[src/rtl/shadow_pkg.sv]
package shadow_pkg;
  // configuration space geometry
  localparam int          CFG_AW      = 8;
  localparam logic [7:0]  WIN_BASE    = 8'h58;   // dword aligned start of stored bytes
  localparam int          WIN_DWORDS  = 4;
  localparam int          WIN_BYTES   = WIN_DWORDS * 4;
  localparam logic [7:0]  ATTR_BASE   = 8'h59;
  localparam int          N_ATTR      = 7;
  localparam int          ATTR_OFS    = int'(ATTR_BASE) - int'(WIN_BASE);
  localparam logic [7:0]  DEF2_LO     = 8'h60;
  localparam logic [7:0]  DEF2_HI     = 8'h65;

  // memory window geometry: 256 KB window at 0xC0000, 16 KB segments
  localparam int          WIN_LSB     = 18;
  localparam int          SEG_LSB     = 14;
  localparam int          WIN_TAG     = 3;

  typedef struct packed {
    logic rsvd;
    logic cache;
    logic wr_en;
    logic rd_en;
  } attr_nib_t;

  function automatic logic [7:0] reset_byte(input logic [7:0] off);
    return (off >= DEF2_LO && off <= DEF2_HI) ? 8'h02 : 8'h00;
  endfunction
endpackage

[src/rtl/shadow_cfg_regs.sv]
module shadow_cfg_regs
  import shadow_pkg::*;
(
  input  logic                   clk,
  input  logic                   rst_n,
  input  logic                   cfg_valid,
  input  logic                   cfg_we,
  input  logic [CFG_AW-1:0]      cfg_addr,
  input  logic [3:0]             cfg_be,
  input  logic [31:0]            cfg_wdata,
  output logic                   cfg_rvalid,
  output logic [31:0]            cfg_rdata,
  output logic [N_ATTR*8-1:0]    attr_flat
);
  logic [7:0]  regs [WIN_BYTES];
  logic [31:0] rd_word;
  logic [1:0]  unused_addr_lo;

  assign unused_addr_lo = cfg_addr[1:0];

  // reset defaults, R2 per-lane writes
  always_ff @(posedge clk) begin
    for (int b = 0; b < WIN_BYTES; b++) begin
      if (!rst_n) begin
        regs[b] <= reset_byte(WIN_BASE + 8'(b));
      end else if (cfg_valid && cfg_we) begin
        for (int l = 0; l < 4; l++) begin
          if (cfg_be[l] && ({cfg_addr[CFG_AW-1:2], 2'(l)} == WIN_BASE + 8'(b)))
            regs[b] <= cfg_wdata[8*l +: 8];
        end
      end
    end
  end

  // read path: bytes outside the stored window read zero
  always_comb begin
    rd_word = '0;
    for (int l = 0; l < 4; l++) begin
      for (int b = 0; b < WIN_BYTES; b++) begin
        if ({cfg_addr[CFG_AW-1:2], 2'(l)} == WIN_BASE + 8'(b))
          rd_word[8*l +: 8] = regs[b];
      end
    end
  end

  always_ff @(posedge clk) begin
    if (!rst_n) begin
      cfg_rvalid <= 1'b0;
      cfg_rdata  <= '0;
    end else begin
      cfg_rvalid <= cfg_valid && !cfg_we;
      if (cfg_valid && !cfg_we)
        cfg_rdata <= rd_word;
    end
  end

  generate
    for (genvar a = 0; a < N_ATTR; a++) begin : g_attr
      assign attr_flat[8*a +: 8] = regs[ATTR_OFS + a];
    end
  endgenerate
endmodule

[src/rtl/shadow_seg_decode.sv]
module shadow_seg_decode
  import shadow_pkg::*;
#(
  parameter int ADDR_W = 32
) (
  input  logic [ADDR_W-1:0]      addr,
  input  logic [N_ATTR*8-1:0]    attr_flat,
  output logic                   hit,
  output logic                   rd_en,
  output logic                   wr_en
);
  localparam int TOP_W = ADDR_W - WIN_LSB;
  localparam int SEG_W = WIN_LSB - SEG_LSB;

  logic [SEG_W-1:0] seg;
  logic [2:0]       ridx;
  logic [7:0]       rbyte;
  attr_nib_t        nib;
  logic [1:0]       unused_nib_bits;
  logic [SEG_LSB-1:0] unused_addr_lo;

  assign unused_addr_lo  = addr[SEG_LSB-1:0];
  assign unused_nib_bits = {nib.cache, nib.rsvd};   // no routing effect

  // segment map, R8 window compare
  always_comb begin
    hit  = (addr[ADDR_W-1:WIN_LSB] == TOP_W'(WIN_TAG));
    seg  = addr[WIN_LSB-1:SEG_LSB];
    if (seg[SEG_W-1 -: 2] == 2'b11) begin
      ridx  = 3'd0;                       // 64 KB top segment, high nibble
      rbyte = attr_flat[7:0];
      nib   = attr_nib_t'(rbyte[7:4]);
    end else begin
      ridx  = seg[SEG_W-1:1] + 3'd1;
      rbyte = attr_flat[8*ridx +: 8];
      nib   = seg[0] ? attr_nib_t'(rbyte[7:4]) : attr_nib_t'(rbyte[3:0]);
    end
    rd_en = nib.rd_en;
    wr_en = nib.wr_en;
  end
endmodule

[src/rtl/shadow_route.sv]
module shadow_route (
  input  logic       mem_valid,
  input  logic       mem_we,
  input  logic [3:0] mem_be,
  input  logic       hit,
  input  logic       rd_en,
  input  logic       wr_en,
  output logic       ram_sel,
  output logic       rom_sel,
  output logic [3:0] ram_wstrb
);
  // read routing, R6 write routing, R8/R10 quiet otherwise
  always_comb begin
    ram_sel   = 1'b0;
    rom_sel   = 1'b0;
    ram_wstrb = 4'h0;
    if (mem_valid && hit) begin
      if (mem_we) begin
        if (wr_en) begin
          ram_sel   = 1'b1;
          ram_wstrb = mem_be;
        end
      end else if (rd_en) begin
        ram_sel = 1'b1;
      end else begin
        rom_sel = 1'b1;
      end
    end
  end
endmodule

[src/rtl/shadow_attr_ctl.sv]
module shadow_attr_ctl
  import shadow_pkg::*;
#(
  parameter int ADDR_W = 32
) (
  input  logic              clk,
  input  logic              rst_n,
  input  logic              cfg_valid,
  input  logic              cfg_we,
  input  logic [7:0]        cfg_addr,
  input  logic [3:0]        cfg_be,
  input  logic [31:0]       cfg_wdata,
  output logic              cfg_rvalid,
  output logic [31:0]       cfg_rdata,
  input  logic              mem_valid,
  input  logic              mem_we,
  input  logic [ADDR_W-1:0] mem_addr,
  input  logic [3:0]        mem_be,
  output logic              ram_sel,
  output logic              rom_sel,
  output logic [3:0]        ram_wstrb
);
  logic [N_ATTR*8-1:0] attr_flat;
  logic                seg_hit;
  logic                seg_rd_en;
  logic                seg_wr_en;

  shadow_cfg_regs u_regs (
    .clk        (clk),
    .rst_n      (rst_n),
    .cfg_valid  (cfg_valid),
    .cfg_we     (cfg_we),
    .cfg_addr   (cfg_addr),
    .cfg_be     (cfg_be),
    .cfg_wdata  (cfg_wdata),
    .cfg_rvalid (cfg_rvalid),
    .cfg_rdata  (cfg_rdata),
    .attr_flat  (attr_flat)
  );

  shadow_seg_decode #(.ADDR_W(ADDR_W)) u_dec (
    .addr      (mem_addr),
    .attr_flat (attr_flat),
    .hit       (seg_hit),
    .rd_en     (seg_rd_en),
    .wr_en     (seg_wr_en)
  );

  shadow_route u_route (
    .mem_valid (mem_valid),
    .mem_we    (mem_we),
    .mem_be    (mem_be),
    .hit       (seg_hit),
    .rd_en     (seg_rd_en),
    .wr_en     (seg_wr_en),
    .ram_sel   (ram_sel),
    .rom_sel   (rom_sel),
    .ram_wstrb (ram_wstrb)
  );
endmodule

[config.mk]
export PLATFORM = sky130hd
export DESIGN_NAME = shadow_attr_ctl
export DESIGN_NICKNAME = d
export VERILOG_FILES = /design/src/rtl/shadow_pkg.sv /design/src/rtl/shadow_cfg_regs.sv /design/src/rtl/shadow_seg_decode.sv /design/src/rtl/shadow_route.sv /design/src/rtl/shadow_attr_ctl.sv
export SDC_FILE = /design/constraint.sdc
export NUM_CORES = 1
export LEC_CHECK = 0
export ABC_AREA = 0
export BUFFER_PORTS_ARGS = -buffer_cell sky130_fd_sc_hd__buf_2
export CAP_MARGIN = 20
export CELL_PAD_IN_SITES_DETAIL_PLACEMENT = 0
export CELL_PAD_IN_SITES_GLOBAL_PLACEMENT = 1
export CORE_ASPECT_RATIO = 1.2
export CORE_UTILIZATION = 47
export CTS_BUF_LIST = sky130_fd_sc_hd__clkbuf_8
export CTS_CLUSTER_SIZE = 40
export DETAILED_ROUTE_END_ITERATION = 8
export PLACE_DENSITY_LB_ADDON = 0.1
export SETUP_SLACK_MARGIN = 0.5
export SKIP_CTS_REPAIR_TIMING = 1
export SLEW_MARGIN = 5
export SYNTH_ARGS = -nofsm -noshare
export SYNTH_HDL_FRONTEND = slang
export SYNTH_SLANG_ARGS = --single-unit
[constraint.sdc]
create_clock -name clk -period 2.4 [get_ports clk]
set_clock_uncertainty 0.1 [all_clocks]
set_input_delay 0.24 -clock clk [delete_from_list [all_inputs] [get_ports clk]]
set_output_delay 0.24 -clock clk [all_outputs]
set_load 0.01 [all_outputs]
==> key figures, run 1 <==
Route
  – Wire length after detailed routing: 19,450 µm
  – Total length of routed met2 wires: 10,210 µm
  – Via count: 5,288
  – DR vias/cell: 5.452
  – # DRC: 0
  – DR WL/cell: 20.06 µm
  – Drt first pass iters: 4
  – DRT iter0 DRCs: 325
  – Met1 Wirelength: 8114 µm
  – Met3 wire length: 797 µm
  – Routed Antenna Nets: 0
  – Highest routed layer: met4

STA
  – Max Clk Rate: 408.0 MHz
  – Slew of the pin with the lowest slew margin: 0.9152 ns
  – Final period utilization: 102.1%
  – WHS: 0.008221 ns
  – Setup_tns: -0.2048 ns
  – Final setup viols: 6
  – Max-slew violations: 0
  – Worst setup margin: -0.05076 ns
  – RSZ-0062 raised after global routing: true
  – Final Hold Vio Count: 0
  – Max_slew headroom: 38.58%
  – Min Tclk post-route: 2.451 ns

Job
  – Max-Cap Viols: 0

Logic synthesis
  – Syn Std Cell Area: 0.007302 mm²
  – FF+latch count, synth: 161
  – Synth Net Count: 680
  – Commonest register cell after synthesis: edfxtp_1
  – Area leader, netlist: edfxtp_1
  – Top cells by area, synth: edfxtp_1 53%, and2_1 11%, dfxtp_1 9.0%
  – Syn Area/Cell: 12.31 µm²
  – Number of flops mapped to enable cells by yosys: 128
  – Sequential fraction of the synthesis area: 61.69%
  – Post-Syn Instances: 593
  – Synth warnings: 0
  – Post-synth top area share: 52.64%
  – Synth unique cells: 43
  – Async S/R FF share, synth: 0%
  – Commonest cells post-synth: 129 x and2_1, 128 x edfxtp_1, 53 x o21ai_0
  – Most frequent cell after synthesis: and2_1

Global route
  – Global-route wire length before repair: 29,370 µm
  – Grt ovf: 0
  – Largest net degree at the start of global routing: 39
  – Initial antenna violation count: 0
  – Total global-route track usage: 25.48%
  – Vias in the first global route: 5,172

Setup path
  – Crit Path Class: flip-flop to primary output
  – Reg2reg end: u_regs.cfg_rdata[12]
  – R2r worst-path depth: 4
  – R2R Path Start: u_regs.regs[1][4]
  – Worst endpoint required time: 2.06 ns
  – CP endpoint: ram_sel
  – FF-to-FF setup slack: 1.18 ns
  – CP max FO: 2
  – Crit path capture type: primary output
  – Crit path launch type: flip-flop
  – Critical Path Start: u_regs.regs[4][0]
  – Crit path DAT: 2.11 ns

Clock network
  – CTS tree: done
  – Later-pin clock latency in the skew report: 0.46 ns
  – TritonCTS Buffers: 17
  – Reg clk slew, reported paths: 0.08 ns
  – CTS sink count: 161
  – # H-tree levels: 4
  – Root Buffer: clkbuf_8
  – Bufs on Longest Clock Path: 2

Placement
  – Post-place setup slack: 0.07412 ns
  – Final HPWL DP: 13,060 µm
  – Placement Cell Area: 0.008249 mm²
  – Port Buffers: 108
  – Routability congestion estimate: 0.8483

Die
  – # rows: 49
  – Total die area: 0.01604 mm²
  – Die W: 115.8 µm
  – IO Pins: 125
  – Initial Util: 48.42%
  – Core outline area: 0.01508 mm²
  – DIE HEIGHT: 138.5 µm

Outcome
  – Failing checks: negative setup slack
  – Outcome: complete, but fails checks

Power and ir drop
  – Leak: 3.261 nW
  – Max VDD drop: 0.3733 mV
  – Total power: 5.620 mW
  – Pwr Density: 632.3 mW/mm²

Cells and area
  – Nets: 840
  – Fin area: 0.008889 mm²
  – P&R area growth vs syn: 21.73%
  – ANT cells: 0
  – Layout cells sized above 1: 27.28%

Hold path
  – Hold WC Path Type: input pin to flip-flop
how the worst min path moves through the flow:
stage	start	end	slack, ns	cells past startpoint
final	cfg_wdata[19]	u_regs.regs[2][3]	0.008	2
after global routing	cfg_wdata[22]	u_regs.regs[10][6]	0.002	2
after floorplan	cfg_wdata[17]	u_regs.regs[10][1]	0.32	1
after detailed placement	u_regs.cfg_rdata[14]	u_regs.cfg_rdata[14]	0.43	2
after CTS	cfg_wdata[31]	u_regs.regs[11][7]	-0.04	2
after global placement	u_regs.cfg_rdata[19]	u_regs.cfg_rdata[19]	0.42	2
layout make-up:
| class | instances | area (µm²) |
|---|---|---|
| clock buffer | 17 | 234.0 |
| clock inverter | 15 | 157.7 |
| inverter | 1 | 3.754 |
| timing repair buffer | 177 | 1119 |
| fill | 1313 | 6193 |
| sequential | 161 | 4504 |
| tap | 204 | 255.2 |
| multi-input combinational | 395 | 2615 |
per-layer routing:
layer	track usage [%]	vias up
met5	0	-
met4	8.570	0
met3	4.633	25
met2	43.86	141
met1	31.95	2595
li1	-	2527
report_power, final:
group / switching, mW / internal (mW)
combinational: 0.252 / 0.188
clock: 1.05 / 0.932
sequential: 0.0638 / 3.14
total: 1.36 / 4.26
critical path, cell delays in order (launching register included):
cell	delay, ns
edfxtp_1	0.48
mux4_2	0.49
o2111ai_1	0.21
nand3_1	0.15
a21o_1	0.19
buf_2	0.13
flip-flops by register name, indices dropped and copies added (netlist names):
name and flops:
u_regs.cfg_rdata 32, u_regs.cfg_rvalid 1, u_regs.regs 128
per-stage QoR:
| stage | util [%] | instances |
|---|---|---|
| global placement | 54.70 | 913 |
| CTS | 57.29 | 945 |
| finish | 58.93 | 970 |
| global route | 58.93 | 970 |
| floorplan | - | 593 |
| detailed placement | 54.70 | 913 |
cell usage in the layout, fill, tap and decap left out, types with 7 or more instances in the layout:
cell and n:
a22oi_1 49, a22oi_2 9, a31oi_1 26, and2_1 129, and3_1 9, buf_2 108
buf_4 45, clkbuf_8 17, dfxtp_1 33, dlygate4sd3_1 24, edfxtp_1 128, nand3_1 11
nor2_1 13, nor2b_1 7, o21ai_0 41, o21ai_1 14, or2_0 21
kinds of logic (layout without fill, tap and decap cells):
kind of cell    Yosys count  in the layout  share of synthesized area [%]
flops                   161            161                          61.69
xor+xnor                  1              1                         0.2228
fa+ha+maj                 1              1                         0.1713
simple gates            224            224                          18.52
mux                       8              8                          1.782
compound gates          161            161                          14.77
buf+inv                  37            210                          2.844
Power figures use the tool's default switching activity.
==> run 2: changes to the inputs <==
==> constraint.sdc (replaced) <==
create_clock -name clk -period 2.4 [get_ports clk]
set_clock_uncertainty 0.1 [all_clocks]
set_input_delay 0.36 -clock clk [delete_from_list [all_inputs] [get_ports clk]]
set_output_delay 0.36 -clock clk [all_outputs]
set_load 0.01 [all_outputs]
==> run 2 against run 1 <==
The flow still finishes with violations (negative setup slack). Clock-buffer cell count rose by 3. Clock power barely moved. Flip-flop and latch count did not move. Maximum frequency fell by 7.1%. Sequential share of layout area rose by 1.1 points. Total power fell by 0.18%. Highest routed layer is now met5. Routed wire length fell by 6.6%. Critical path depth did not move. Sequential power barely moved. Critical path type unchanged.
==> key figures, run 2 (synthesis results as in run 1) <==
Outcome
  – Outcome: complete, but fails checks
  – Failing checks: negative setup slack

Cells and area
  – Nets: 811 (-3.5%)
  – Max reg flops: 128 (unchanged)
  – Filler Cell Count: 1,296 (-1.3%)
  – Fin area: 0.008692 mm² (-2.2%)
  – Most frequent cells in the layout: 128 x edfxtp_1, 125 x and2_1, 105 x buf_2
  – FF/Latch Area: 0.004504 mm² (unchanged)
  – Multi-input logic area: 0.002646 mm² (+1.2%)
  – Register with the most flip-flops: u_regs.regs
  – Final Util: 57.63% (-1.3 points)
  – P&R area growth vs syn: 19.04%
  – Layout cells sized above 1: 29.17% (+1.9 points)
  – Most common library cell in the layout ignoring fill and taps: edfxtp_1
  – Largest regs: u_regs.regs: 128 flops, u_regs.cfg_rdata: 32 flops, u_regs.cfg_rvalid: 1 flops

Route
  – Routed Antenna Nets: 0 (unchanged)
  – Drt first pass iters: 5 (+1)
  – Wire length after detailed routing: 18,170 µm (-6.6%)
  – DR WL/cell: 19.29 µm (-3.8%)
  – DRT iter0 DRCs: 268 (-18%)
  – Via count: 5,169 (-2.3%)
  – DR vias/cell: 5.487 (+0.66%)
  – # DRC: 0 (unchanged)

STA
  – Max_slew headroom: 61.53% (+23 points)
  – Worst setup margin: -0.2375 ns (-0.1867 ns)
  – RSZ-0062 raised after global routing: true
  – Max Clk Rate: 379.2 MHz (-7.1%)
  – Max-slew violations: 0 (unchanged)
  – Final period utilization: 109.9% (+7.8 points)
  – Final setup viols: 6 (unchanged)
  – Min Tclk post-route: 2.637 ns (+0.1867 ns)
  – Slew of the pin with the lowest slew margin: 0.5750 ns (-0.3402 ns)
  – Final Hold Vio Count: 0 (unchanged)

Hold path
  – Hold Startpoint: cfg_wdata[14]
  – Hold WC Path Type: input pin to flip-flop

Setup path
  – Crit path DAT: 2.18 ns (+0.07 ns)
  – Crit path launch type: flip-flop
  – CP max FO: 5 (+3)
  – Crit path capture type: primary output
  – R2r worst-path depth: 4 (unchanged)
  – Crit Path Class: flip-flop to primary output
  – CP endpoint: ram_sel
  – R2R Path Start: u_regs.regs[7][4]
  – FF-to-FF setup slack: 1.15 ns (-0.03 ns)
  – Critical Path Start: u_regs.regs[4][5]
  – Reg2reg end: u_regs.cfg_rdata[28]
  – Worst endpoint required time: 1.94 ns (-0.12 ns)

Die
  – Total die area: 0.01604 mm² (unchanged)
  – IO Pins: 125 (unchanged)
  – # rows: 49 (unchanged)
  – Initial Util: 48.42% (unchanged)
  – DIE HEIGHT: 138.5 µm (unchanged)
  – Die W: 115.8 µm (unchanged)
  – Core outline area: 0.01508 mm² (unchanged)

Global route
  – M3 GR Usage: 6.469% (+1.8 points)
  – Vias in the first global route: 5,098 (-1.4%)
  – Total global-route track usage: 24.00% (-1.5 points)
  – GR Util met1: 29.56% (-2.4 points)
  – Largest net degree at the start of global routing: 50 (+28%)
  – Busiest grt layer: met2
  – Grt ovf: 0 (unchanged)
  – Met2 Resource Use GR: 39.29% (-4.6 points)
  – Global-route wire length before repair: 27,830 µm (-5.2%)
  – Initial antenna violation count: 2 (+2)

Clock network
  – Bufs on Longest Clock Path: 2 (unchanged)
  – Reg clk slew, reported paths: 0.09 ns (about the same)
  – # H-tree levels: 4 (unchanged)
  – CTS tree: done
  – Root Buffer: clkbuf_8
  – CTS sink count: 161 (unchanged)
  – TritonCTS Buffers: 17 (unchanged)
  – Later-pin clock latency in the skew report: 0.45 ns (about the same)

Placement
  – Routability congestion estimate: 0.8351 (-1.6%)
  – Final HPWL DP: 12,560 µm (-3.9%)
  – Port Buffers: 108 (unchanged)
  – Placement Cell Area: 0.008260 mm² (+0.14%)

Power and ir drop
  – Leak: 3.147 nW (-3.5%)
  – Pwr Density: 645.4 mW/mm² (+2.1%)
  – Max VDD drop: 0.4078 mV (+9.2%)

Job
  – Max-Cap Viols: 0 (unchanged)
## run 2: changes by cell type in the layout (fill, tap and decap cells not counted), sizes merged, moves of 2 or more
cell	delta
dlygate4sd3	-24
inv	-4
clkbuf	+3
clkinv	-2
buf	-5
clkinvlp	+3
## run 2: report_power, final
part	leakage, nW	switching, mW	internal [mW]
clock network	0.189	0.989	1.01
registers	1.49	0.0663	3.14
logic	1.47	0.242	0.169
## run 2: area by class of cell
type | instances | area share (%)
inverters | 1 | 0.04318
clock inverters | 12 | 1.526
multi-input cells | 395 | 30.44
clock buffers | 20 | 3.167
diodes | 1 | 0.02879
repair buffers | 148 | 10.03
well taps | 204 | 2.937
flip-flops and latches | 161 | 51.82
## run 2: how the worst min path moves through the flow
stage	end	slack, ns	depth (start not counted)
after floorplan	u_regs.cfg_rdata[22]	0.43	2
after global placement	u_regs.cfg_rdata[21]	0.44	2
after detailed placement	u_regs.cfg_rdata[12]	0.43	2
after CTS	u_regs.regs[8][1]	0.08	2
after global routing	u_regs.regs[9][4]	0.09	2
final	u_regs.regs[5][6]	0.11	2
## run 2: metal layers
layer,up-vias,share of wire [%]
met1,2473,41
li1,2466,-
met5,-,0.050
met4,2,2.3
met2,191,50
met3,37,7.2
## run 2: worst max-delay path, cell delays in order, from the launching register on
cell and delay, ns:
edfxtp_1 0.50, mux4_2 0.49, o211ai_1 0.22, a311oi_2 0.19, a21o_1 0.19, buf_2 0.13
## run 2: through the flow
step	worst slack, ns	total power [mW]	setup TNS [ns]	std cells	hold slack, ns
after detailed placement	-0.1186	3.679	-0.5719	909	0.4329
after CTS	-0.2561	5.648	-1.360	941	0.07969
after global placement	-0.06212	3.663	-0.2334	909	0.4360
final	-0.2375	5.610	-1.235	942	0.1101
after floorplan	0.2181	3.447	0	593	0.4334
after global routing	-0.3224	5.807	-1.807	942	0.09334
==> run 3: changes to the inputs <==
Settings changed: BUFFER_PORTS_ARGS -buffer_cell sky130_fd_sc_hd__buf_2 to default, CORE_UTILIZATION 47 to 50, DONT_BUFFER_PORTS from default to 1, GPL_ROUTABILITY_DRIVEN from default to 0, TNS_END_PERCENT from default to 10.
==> run 3 against run 2 <==
Total power grew 0.48%. Non-clock buffer count is 71 lower. Hold slack worse by 0.099 ns. Clock power rose by 5%. Routed wire length is 2.3% higher. The flow finishes with violations (design-rule violations, negative setup slack). Sequential power is essentially flat. Maximum frequency rose by 4.0%. Setup slack gained 0.10 ns. Critical endpoint is now rom_sel. Core utilization grew 1.6 points. Combinational power decreased by 18%. Critical path type unchanged. Die area down 5.9%.
==> key figures, run 3 (synthesis results as in run 1) <==
STA
  – WHS: 0.01156 ns (-0.09858 ns)
  – RSZ-0062 raised after global routing: true
  – Min Tclk post-route: 2.537 ns (-0.1008 ns)
  – Worst setup margin: -0.1366 ns (+0.1008 ns)
  – Final Hold Vio Count: 0 (unchanged)
  – Max-slew violations: 0 (unchanged)
  – Max Clk Rate: 394.2 MHz (+4.0%)
  – Max_slew headroom: 36.98% (-25 points)
  – Final period utilization: 105.7% (-4.2 points)
  – Slew of the pin with the lowest slew margin: 0.9422 ns (+0.3672 ns)
  – Final setup viols: 6 (unchanged)

Cells and area
  – ANT cells: 0 (-1)
  – Non-filler instance count after layout: 841 (-11%)
  – P&R area growth vs syn: 15.94%
  – Filler Cell Count: 1,210 (-6.6%)
  – Most common library cell in the layout ignoring fill and taps: edfxtp_1
  – Largest regs: u_regs.regs: 128 flops, u_regs.cfg_rdata: 32 flops, u_regs.cfg_rvalid: 1 flops
  – Layout cells sized above 1: 15.47% (-14 points)
  – Nets: 740 (-8.8%)
  – Register with the most flip-flops: u_regs.regs
  – Most frequent cells in the layout: 128 x edfxtp_1, 125 x and2_1, 49 x o21ai_0, 49 x a22oi_1, 40 x buf_4
  – Fin area: 0.008466 mm² (-2.6%)
  – Max reg flops: 128 (unchanged)

Setup path
  – Crit path DAT: 2.08 ns (-0.10 ns)
  – Crit path buf inv count: 0 (-1)
  – CP peak stage delay: 0.50 ns (about the same)
  – Worst endpoint required time: 1.94 ns (about the same)
  – Largest delay share family, worst path: multiplexers
  – Crit path capture type: primary output
  – CP max stage cell: mux4_2
  – CP max FO: 3 (-2)
  – Crit Path Class: flip-flop to primary output
  – Crit path launch type: flip-flop
  – CP Cell Sequence: mux4_2 -> o2111ai_1 -> nand3_1 -> nor3_2

Route
  – Routed Antenna Nets: 0 (unchanged)
  – Drt first pass iters: 7 (+2)
  – DR vias/cell: 5.861 (+6.8%)
  – # DRC: 4 (+4)
  – DR WL/cell: 22.10 µm (+15%)
  – Via count: 4,929 (-4.6%)
  – Wire length after detailed routing: 18,590 µm (+2.3%)
  – DRT iter0 DRCs: 307 (+15%)

Power and ir drop
  – Pwr Density: 665.9 mW/mm² (+3.2%)
  – Max VDD drop: 0.4072 mV (-0.13%)
  – Total power: 5.637 mW (+0.48%)
  – Leak: 2.845 nW (-9.6%)

Clock network
  – Later-pin clock latency in the skew report: 0.47 ns (+0.02 ns)
  – Bufs on Longest Clock Path: 2 (unchanged)
  – CTS tree: done
  – # H-tree levels: 4 (unchanged)
  – TritonCTS Buffers: 17 (unchanged)
  – Root Buffer: clkbuf_8
  – CTS sink count: 161 (unchanged)
  – Reg clk slew, reported paths: 0.09 ns (about the same)

Placement
  – Placement Cell Area: 0.007689 mm² (-6.9%)
  – Final HPWL DP: 12,190 µm (-2.9%)
  – Cells after DPL: 773 (-15%)
  – Port Buffers: 0 (-100%)

Global route
  – Vias in the first global route: 4,764 (-6.6%)
  – Largest net degree at the start of global routing: 51 (+2.0%)
  – Initial antenna violation count: 1 (-1)
  – Total global-route track usage: 25.39% (+1.4 points)
  – Grt ovf: 0 (unchanged)
  – Global-route wire length before repair: 27,420 µm (-1.5%)

Outcome
  – Outcome: complete, but fails checks
  – Failing checks: design-rule violations, negative setup slack

Die
  – Total die area: 0.01509 mm² (-5.9%)
  – IO Pins: 125 (unchanged)
  – # rows: 48 (-2.0%)
  – Initial Util: 51.09% (+2.7 points)
  – Die W: 112.3 µm (-3.0%)
  – DIE HEIGHT: 134.4 µm (-3.0%)
  – Core outline area: 0.01429 mm² (-5.2%)

Job
  – Max-Cap Viols: 0 (unchanged)

Hold path
  – Hold WC Path Type: input pin to flip-flop
==> run 3: metrics by stage <==
step                      util (%)  setup slack, ns  TNS [ns]
after floorplan                  -           0.2181         0
after global placement       53.79          0.09826         0
after detailed placement     53.79          0.07688         0
after CTS                    56.65          -0.1634   -0.8123
after global routing         59.23          -0.1809   -0.9121
final                        59.23          -0.1366   -0.5278
==> run 3: final timing paths <==
path | from | slack, ns | endpoint | depth (start not counted)
setup / recovery | u_regs.regs[1][4] | -0.14 | rom_sel | 4
hold / removal | cfg_addr[2] | 0.01 | u_regs.cfg_rdata[2] | 2
setup reg to reg | u_regs.regs[7][4] | 1.18 | u_regs.cfg_rdata[28] | 4
hold reg to reg | u_regs.regs[5][7] | 0.47 | u_regs.cfg_rdata[15] | 2
==> run 3: report_power, final <==
group	switching, mW	internal, mW	total [mW]
clock	1.03	1.05	2.08
sequential	0.0777	3.14	3.22
combinational	0.189	0.150	0.339
==> run 3: metal layers <==
| layer | vias up | track usage (%) | routed length [µm] |
|---|---|---|---|
| met2 | 172 | 41.99 | 9274 |
| met4 | 2 | 10.52 | 369 |
| li1 | 2332 | - | - |
| met5 | - | 0 | 13 |
| met1 | 2396 | 31.42 | 7535 |
| met3 | 27 | 7.140 | 1392 |
==> run 3: final cells by class <==
type / count / area (µm²) / share of cell area (%)
clock buffers: 18 / 247.7 / 2.926
repair buffers: 77 / 700.7 / 8.277
inverters: 1 / 3.754 / 0.04434
clock inverters: 14 / 161.4 / 1.907
well taps: 175 / 219.0 / 2.586
flip-flops and latches: 161 / 4504 / 53.21
multi-input cells: 395 / 2629 / 31.05
